$ cat config.mk
export PLATFORM = sky130hd
export DESIGN_NAME = evt_timer
export DESIGN_NICKNAME = d
export VERILOG_FILES = /design/src/rtl/evt_timer_pkg.sv /design/src/rtl/evt_timer_tick.sv /design/src/rtl/evt_timer_core.sv /design/src/rtl/evt_timer_flag.sv /design/src/rtl/evt_timer.sv
export SDC_FILE = /design/constraint.sdc
export NUM_CORES = 1
export LEC_CHECK = 0
export BUFFER_PORTS_ARGS = -buffer_cell sky130_fd_sc_hd__buf_2
export CORE_AREA = 4 4 63 65
export CTS_CLUSTER_SIZE = 28
export DETAILED_ROUTE_END_ITERATION = 16
export DIE_AREA = 0 0 67 69
export HOLD_SLACK_MARGIN = 0.02
export PLACE_DENSITY = 0.8
export SLEW_MARGIN = 5
export SYNTH_ARGS = -nofsm -noshare
export SYNTH_HDL_FRONTEND = slang
export SYNTH_SLANG_ARGS = --single-unit
export TNS_END_PERCENT = 30
$ cat constraint.sdc
create_clock -name clk -period 2.94 [get_ports clk]
set_clock_uncertainty 0.05 [all_clocks]
set_input_delay 0.147 -clock clk [delete_from_list [all_inputs] [get_ports clk]]
set_output_delay 0.147 -clock clk [all_outputs]
set_load 0.02 [all_outputs]
$ cat src/rtl/evt_timer_pkg.sv
package evt_timer_pkg;

    localparam int BYTE_W  = 8;
    localparam int PRE_W   = 5;
    localparam int CLK_DIV = 12;

    typedef enum logic [1:0] {
        MODE_SCALED = 2'd0,
        MODE_WIDE   = 2'd1,
        MODE_RELOAD = 2'd2,
        MODE_HOLD   = 2'd3
    } tmr_mode_e;

    typedef struct packed {
        logic [BYTE_W-1:0] hi;
        logic [BYTE_W-1:0] lo;
    } cnt_s;

    function automatic logic all_ones_byte(input logic [BYTE_W-1:0] v);
        return &v;
    endfunction

endpackage

$ cat src/rtl/evt_timer_tick.sv
module evt_timer_tick #(
    parameter int DIV = 12
) (
    input  logic clk,
    input  logic rst,
    input  logic run_en,
    input  logic src_ext,
    input  logic evt_pin,
    output logic tick
);
    logic pin_s1, pin_s2;
    logic int_tick;

    always_ff @(posedge clk) begin
        if (rst) begin
            pin_s1 <= 1'b0;
            pin_s2 <= 1'b0;
        end else begin
            pin_s1 <= evt_pin;
            pin_s2 <= pin_s1;
        end
    end

    generate
        if (DIV <= 1) begin : g_nodiv
            assign int_tick = 1'b1;
        end else begin : g_div
            localparam int DW = $clog2(DIV);
            localparam logic [DW-1:0] LAST = DW'(DIV - 1);
            localparam logic [DW-1:0] ONE  = DW'(1);
            logic [DW-1:0] div_q;
            always_ff @(posedge clk) begin
                if (rst || !run_en || src_ext) div_q <= '0;
                else if (div_q == LAST)         div_q <= '0;
                else                            div_q <= div_q + ONE;
            end
            assign int_tick = (div_q == LAST);
        end
    endgenerate

    always_comb begin
        if (!run_en)     tick = 1'b0;
        else if (src_ext) tick = pin_s2 & ~pin_s1;
        else             tick = int_tick;
    end
endmodule

$ cat src/rtl/evt_timer_core.sv
module evt_timer_core
    import evt_timer_pkg::*;
#(
    parameter int PW = PRE_W
) (
    input  logic              clk,
    input  logic              rst,
    input  logic              tick,
    input  tmr_mode_e         mode,
    input  logic              ld_hi,
    input  logic              ld_lo,
    input  logic [BYTE_W-1:0] ld_data,
    output cnt_s              cnt,
    output logic              wrap
);
    localparam logic [BYTE_W-1:0]   ONE_B = BYTE_W'(1);
    localparam logic [PW-1:0]       ONE_P = PW'(1);
    localparam logic [2*BYTE_W-1:0] ONE_W = (2*BYTE_W)'(1);

    cnt_s cur, nxt;

    assign cnt = cur;

    always_comb begin
        nxt  = cur;
        wrap = 1'b0;
        if (ld_hi || ld_lo) begin
            if (ld_hi) nxt.hi = ld_data;
            if (ld_lo) nxt.lo = ld_data;
        end else if (tick) begin
            case (mode)
                MODE_SCALED: begin
                    if (&cur.lo[PW-1:0]) begin
                        nxt.lo[PW-1:0] = '0;
                        nxt.hi         = cur.hi + ONE_B;
                        wrap           = all_ones_byte(cur.hi);
                    end else begin
                        nxt.lo[PW-1:0] = cur.lo[PW-1:0] + ONE_P;
                    end
                end
                MODE_WIDE: begin
                    nxt  = cur + ONE_W;
                    wrap = &cur;
                end
                MODE_RELOAD: begin
                    if (all_ones_byte(cur.lo)) begin
                        nxt.lo = cur.hi;
                        wrap   = 1'b1;
                    end else begin
                        nxt.lo = cur.lo + ONE_B;
                    end
                end
                default: begin
                    nxt = cur;
                end
            endcase
        end
    end

    always_ff @(posedge clk) begin
        if (rst) cur <= '0;
        else     cur <= nxt;
    end
endmodule

$ cat src/rtl/evt_timer_flag.sv
module evt_timer_flag (
    input  logic clk,
    input  logic rst,
    input  logic wrap,
    input  logic clr,
    output logic flag,
    output logic pulse
);
    always_ff @(posedge clk) begin
        if (rst) begin
            flag  <= 1'b0;
            pulse <= 1'b0;
        end else begin
            pulse <= wrap;
            if (clr)       flag <= 1'b0;
            else if (wrap) flag <= 1'b1;
        end
    end
endmodule

$ cat src/rtl/evt_timer.sv
module evt_timer
    import evt_timer_pkg::*;
#(
    parameter int DIV = CLK_DIV,
    parameter int PW  = PRE_W
) (
    input  logic              clk,
    input  logic              rst,
    input  logic              run_en,
    input  logic              src_ext,
    input  logic [1:0]        mode,
    input  logic              evt_pin,
    input  logic              ld_hi_en,
    input  logic              ld_lo_en,
    input  logic [BYTE_W-1:0] ld_data,
    input  logic              ovf_clr,
    output logic [BYTE_W-1:0] cnt_hi,
    output logic [BYTE_W-1:0] cnt_lo,
    output logic              ovf_flag,
    output logic              ovf_pulse
);
    logic tick, wrap;
    cnt_s cnt;

    evt_timer_tick #(.DIV(DIV)) u_tick (
        .clk(clk), .rst(rst), .run_en(run_en), .src_ext(src_ext),
        .evt_pin(evt_pin), .tick(tick)
    );

    evt_timer_core #(.PW(PW)) u_core (
        .clk(clk), .rst(rst), .tick(tick), .mode(tmr_mode_e'(mode)),
        .ld_hi(ld_hi_en), .ld_lo(ld_lo_en), .ld_data(ld_data),
        .cnt(cnt), .wrap(wrap)
    );

    evt_timer_flag u_flag (
        .clk(clk), .rst(rst), .wrap(wrap), .clr(ovf_clr),
        .flag(ovf_flag), .pulse(ovf_pulse)
    );

    assign cnt_hi = cnt.hi;
    assign cnt_lo = cnt.lo;
endmodule

=== Word level (Yosys, flattened, before mapping) ===
Cells that the tools add are included.

* Bitwise gates (word level): 2
* Add/subtract/negate cells: 5
* Multiplexer cells: 17
* Equal/unequal tests: 6
* Reduce and logical (&&, ||, !) cells: 18

{| class="wikitable"
|+ Operators with widths
! cell !! count
|-
| 16-bit 2-to-1 mux || 2
|-
| 8-bit 2-to-1 mux || 4
|-
| 16-bit by 1-bit adder with 16-bit output (second input constant) || 1
|-
| 8-bit by 1-bit adder with 8-bit output (second input constant) || 2
|-
| 8-bit one-hot mux with 2 select lines || 1
|-
| 16-bit AND reduction || 1
|-
| 8-bit AND reduction || 2
|-
| 5-bit one-hot mux with 3 select lines || 1
|-
| 1-bit 2-to-1 mux || 6
|-
| 3-bit one-hot mux with 2 select lines || 1
|-
| 3-bit AND reduction || 2
|-
| 3-bit nonzero test || 2
|-
| 5-bit by 1-bit adder with 5-bit output (second input constant) || 1
|-
| 5-bit 2-to-1 mux || 1
|-
| 5-bit AND reduction || 1
|-
| 4-bit by 1-bit adder with 4-bit output (second input constant) || 1
|-
| 4-bit == test (second input constant) || 1
|-
| 2-bit != test (second input constant) || 2
|-
| 4-bit AND reduction || 1
|-
| 4-bit nonzero test || 1
|-
| 2-bit OR reduction || 2
|-
| 1-bit logical OR || 3
|-
| 3-bit by 1-bit != test with 1-bit output (second input constant) || 1
|-
| 1-bit one-hot mux with 3 select lines || 1
|-
| 7 further kinds || 7
|}

* Output and inout port bits: 18
* Register bits after elaboration: 24

=== Depth between registers and ports, before layout ===
* Word-level depth: 6
* Gate-level depth with buffers: 10
* Gate-level depth less buffers: 8

=== Hierarchy ===
Synthesis repeated with hierarchy kept, for this count alone.

* Cells, all modules: 208
* Area total of the unflattened synthesis: 1734.2 µm²

{| class="wikitable"
|+ By module, submodules not included
! module !! instances !! area an instance (µm²) !! cells each
|-
| evt_timer_core || 1 || 1413.9 || 180
|-
| evt_timer_tick || 1 || 260.2 || 23
|-
| evt_timer_flag || 1 || 60.1 || 5
|}

=== Least setup slack after synthesis ===
Ideal clock, no wire load.

* Kind: reg-to-reg
* From: register u_core.cur, in the netlist u_core.cnt[0]
* To: register u_core.cur, in the netlist u_core.cnt[9]
* Setup slack: 0.827 ns
* Cell stages (with the launch flop): 11
* Buffers on the path: 2
* Arrival: 1.937 ns
* Required time: 2.765 ns
* Period minus slack after synthesis: 2.113 ns
* Cells stage by stage: dfxtp_1 -> ha_1 -> and3_1 -> buf_6 -> ha_1 -> mux2i_1 -> nor2_1 -> a31o_2 -> buf_2 -> o21ai_0 -> a31oi_1

* Word-level cells in the longest chain between the ends: 4
* Elaborated cells on any way between the ends: 7
* Those cells by class: add/sub (1); eq/ne (1); mux (3); reduce/logical (2)

{| class="wikitable"
|+ RTL lines
! what !! RTL line !! source
|-
| start, declared || evt_timer_core.sv:20 || <nowiki>cnt_s cur, nxt;</nowiki>
|-
| start signal, assigned || evt_timer_core.sv:62 || <nowiki>else cur <= nxt;</nowiki>
|-
| 16-bit by 1-bit adder with 16-bit output || evt_timer_core.sv:42 || <nowiki>nxt = cur + ONE_W;</nowiki>
|-
| 8-bit one-hot mux with 2 select lines || evt_timer_core.sv:31 || <nowiki>case (mode)</nowiki>
|-
| 16-bit 2-to-1 mux || evt_timer_core.sv:30 || <nowiki>end else if (tick) begin</nowiki>
|-
| 16-bit 2-to-1 mux || evt_timer_core.sv:27 || <nowiki>if (ld_hi || ld_lo) begin</nowiki>
|}

Parallel ways exist; a longest one is shown, timed or not. The select of a mux whose other input is x is not followed.
A chain may end at the register's enable or synchronous reset.

=== Final worst setup path ===
* From: register u_core.cur, in the netlist u_core.cnt[0]
* To: register u_core.cur, in the netlist u_core.cnt[13]

The elaborated chain is that of the path after synthesis.

==> metrics.cfg <==
[route]
viasPerCell = 6.021
vias = 1740
drt-pass1-iter-count = 4
drtIter0Drc = 149
wire_per_inst_um = 15.92
drc = 0
route.antenna.remaining_nets = 0
drt-total-wl_um = 4602

[finish]
n_antenna_cell = 0
multi_input_area_um2 = 1065
area_growth_pct = 15.54
fin_nets = 270
seq_area_um2 = 480.5
drive_gt1_share_pct = 21.40
n_fill_cell = 325

[power]
p_per_area_nw_per_um2 = 409.7
seq_power_share_pct = 47.2
power_switching_uw = 237.7
leakage_nw = 0.7936
p_comb_share_pct = 20.7
clkPwrFrac_pct = 32.1
p_int_uw = 543.5
peakVddDrop_v = 0.0002069
power_uw = 781.2
p_sw_share_pct = 30.43

[logic_synthesis]
yosysTopAreaCell = dfxtp_1
yosys_warnings = 0
syn-cell-area_um2 = 1650
seq_area_frac_synth_pct = 29.11
ys_ff_latch = 24
yosysUniqueCellTypes = 53
synth_nets = 239
async_flop_share_pct = 0
yosysTopAreaCellShare_pct = 29.11
synth_area_leaders = dfxtp_1 29%, ha_1 6.1%, nand2_1 5.2%, a21oi_1 5.2%, nor2_1 3.9%
synthCells = 213
ys.flop_type = dfxtp_1
synth-edff-count = 0
avgSynthCellArea_um2 = 7.748

[worst_setup_path]
max_stage_delay_ns = 0.43
critPathLaunchType = register
cpMostUsedCell = ha_1
critPathSlowestCell = dfxtp_1
path_delay_family = compound AO/OA/AOI/OAI gates
cp_max_fo = 10
crit_path_cell_trace = ha_1, and3_1, ha_1, mux2i_1, nor2_1, a31o_2, a21oi_1, a211oi_1
cp-end-kind = register
crit_type = register to register
worstPathRequired_ns = 3.14
critPathArrivalTime_ns = 2.43
critPathBufInv = 0
r2r_setup_slack_ns = 0.71

[clock_network]
cts-root-buf = clkbuf_4
clk_pin_slew_ns = 0.15
htree_levels = 1
clock_path_buffers = 2
insertion_delay_ns = 0.33
cts_buffers = 3
cts_sinks = 24
cts_resized = 0
cts_tree = done

[global_routing]
grt_pass1_wl_um = 7755
first_global_vias = 1655
grtUsageTotal_pct = 20.86
overflow = 0
grt_max_degree = 21
antenna_found_initial = 0

[flow_run]
maxCapViolCount = 0

[floorplan]
rows = 21
die-area_um2 = 4623
coreArea_um2 = 3337
die_w_um = 67
start_util_pct = 49.46
fp.dieH_um = 69
io_pins = 36

[placement]
hpwl_um = 3332
routabilityCongestion = 0.8658
io_buffers = 35

[timing]
period_needed_ns = 2.229
rsz0062_at_grt = false
worst_pin_slew_ns = 0.4997
timing_hold_violations_final = 0
maxSlewHeadroom_pct = 66.25
period_share_pct = 75.80
max_freq_mhz = 448.7
finalSetupViolations = 0
slew_viol_final = 0
setup_tns_ns = 0

[outcome]
status = finished clean

[worst_hold_path]
hp-class = input pin to register

[synthesized netlist by cell type, types with 2 or more instances]
cell type / number
o21ai_0: 9
mux2i_1: 2
nor2b_1: 4
a41o_1: 2
a31o_2: 2
a211oi_1: 7
nor2_1: 17
inv_1: 13
nand4_1: 4
and3_1: 5
a32o_1: 4
a22o_1: 2
ha_1: 8
a21oi_1: 17
buf_2: 2
nor3_1: 4
o32ai_1: 2
a31oi_1: 5
o22ai_1: 2
nand2_1: 23
xnor2_1: 3
xor2_1: 3
nand3_1: 10
a221oi_1: 3
a41oi_1: 2
dfxtp_1: 24
clkbuf_1: 8
[final timing paths]
kind	from	to	depth (start not counted)
worst min-delay path	ld_data[1]	u_core.cnt[9]	3
worst max register to register	u_core.cnt[0]	u_core.cnt[13]	8
worst max-delay path	u_core.cnt[0]	u_core.cnt[13]	8
worst min register to register	u_flag.flag	u_flag.flag	2
[what timing repair did]
action / 4_1_cts / 5_1_grt
hold endpoints to repair: 2 / 0
setup buffers: 0 / 0
hold buffers: 2 / 0
endpoints found under the setup margin: 0 / 0
[placed cells by master (no fill, tap or decap), types with 2 or more instances in the layout]
cell	synthesis	routed
o22ai_1	2	2
nand3_1	10	10
dlygate4sd3_1	0	2
a211oi_1	7	7
nor2_1	17	17
o32ai_1	2	2
a221oi_1	3	3
a41oi_1	2	2
ha_1	8	8
xor2_1	3	3
a31oi_1	5	5
nand2_1	23	23
nor3_1	4	4
nand4_1	4	4
a22o_1	2	2
a32o_1	4	4
nor2b_1	4	4
and3_1	5	5
xnor2_1	3	3
mux2i_1	2	2
clkbuf_4	0	3
a41o_1	2	2
a31o_2	2	2
buf_2	2	35
dfxtp_1	24	24
o21ai_0	9	9
inv_1	13	13
a21oi_1	17	17
[logic make-up after synthesis]
kind of cell / after synthesis / share of synthesized area, %
XOR/XNOR: 6 / 3.185
flip-flops: 24 / 29.11
buffers and inverters: 25 / 6.368
AO/OA/AOI/OAI: 70 / 30.56
adder cells (fa/ha/maj): 8 / 6.065
multiplexers: 3 / 1.895
AND/OR/NAND/NOR: 77 / 22.82
[metal layers]
metal	GRT usage [%]	part of all wire, %
met5	0	0
met4	6.982	1.7
met3	2.597	8.9
met2	32.42	47
met1	29.29	43
[power groups by stage]
stage | Clock [mW] | Sequential, mW | Combinational [mW]
floorplan | 0 | 0.385 | 0.0939
CTS | 0.254 | 0.368 | 0.161
global placement | 0 | 0.375 | 0.156
finish | 0.251 | 0.369 | 0.162
global route | 0.266 | 0.373 | 0.181
detailed placement | 0 | 0.375 | 0.157
[layout make-up]
type,instances,share of cell area [%]
multi-input combinational,164,55.84
sequential,24,25.20
timing repair buffer,38,10.63
tap,46,3.018
inverter,13,2.559
clock inverter,1,1.575
clock buffer,3,1.181
[state kept, by name, indices dropped and copies added (netlist names)]
register / count
u_tick.pin_s2: 1
u_flag.flag: 1
u_core.cnt: 16
u_tick.pin_s1: 1
u_tick.g_div.div_q: 4
u_flag.pulse: 1
[per-stage QoR]
stage	util, %	cells	instance area (µm²)	hold slack (ns)	setup slack [ns]
floorplan	-	213	1650	0.1616	0.8272
global placement	54.97	283	1834	0.2643	0.8677
detailed placement	54.97	283	1834	0.2632	0.7766
CTS	57.14	289	1907	0.02608	0.7414
global route	57.14	289	1907	0.04796	0.4870
finish	57.14	289	1907	0.03398	0.7114
[worst register-to-register path, delay by kind of cell (launching register included)]
family / cells / cell delay (ns)
AO/OA/AOI/OAI: 3 / 0.65
AND/OR/NAND/NOR: 2 / 0.47
adder cells (fa/ha/maj): 2 / 0.47
flip-flops: 1 / 0.43
multiplexers: 1 / 0.08
Note: power is estimated with default switching activity, not from simulation.
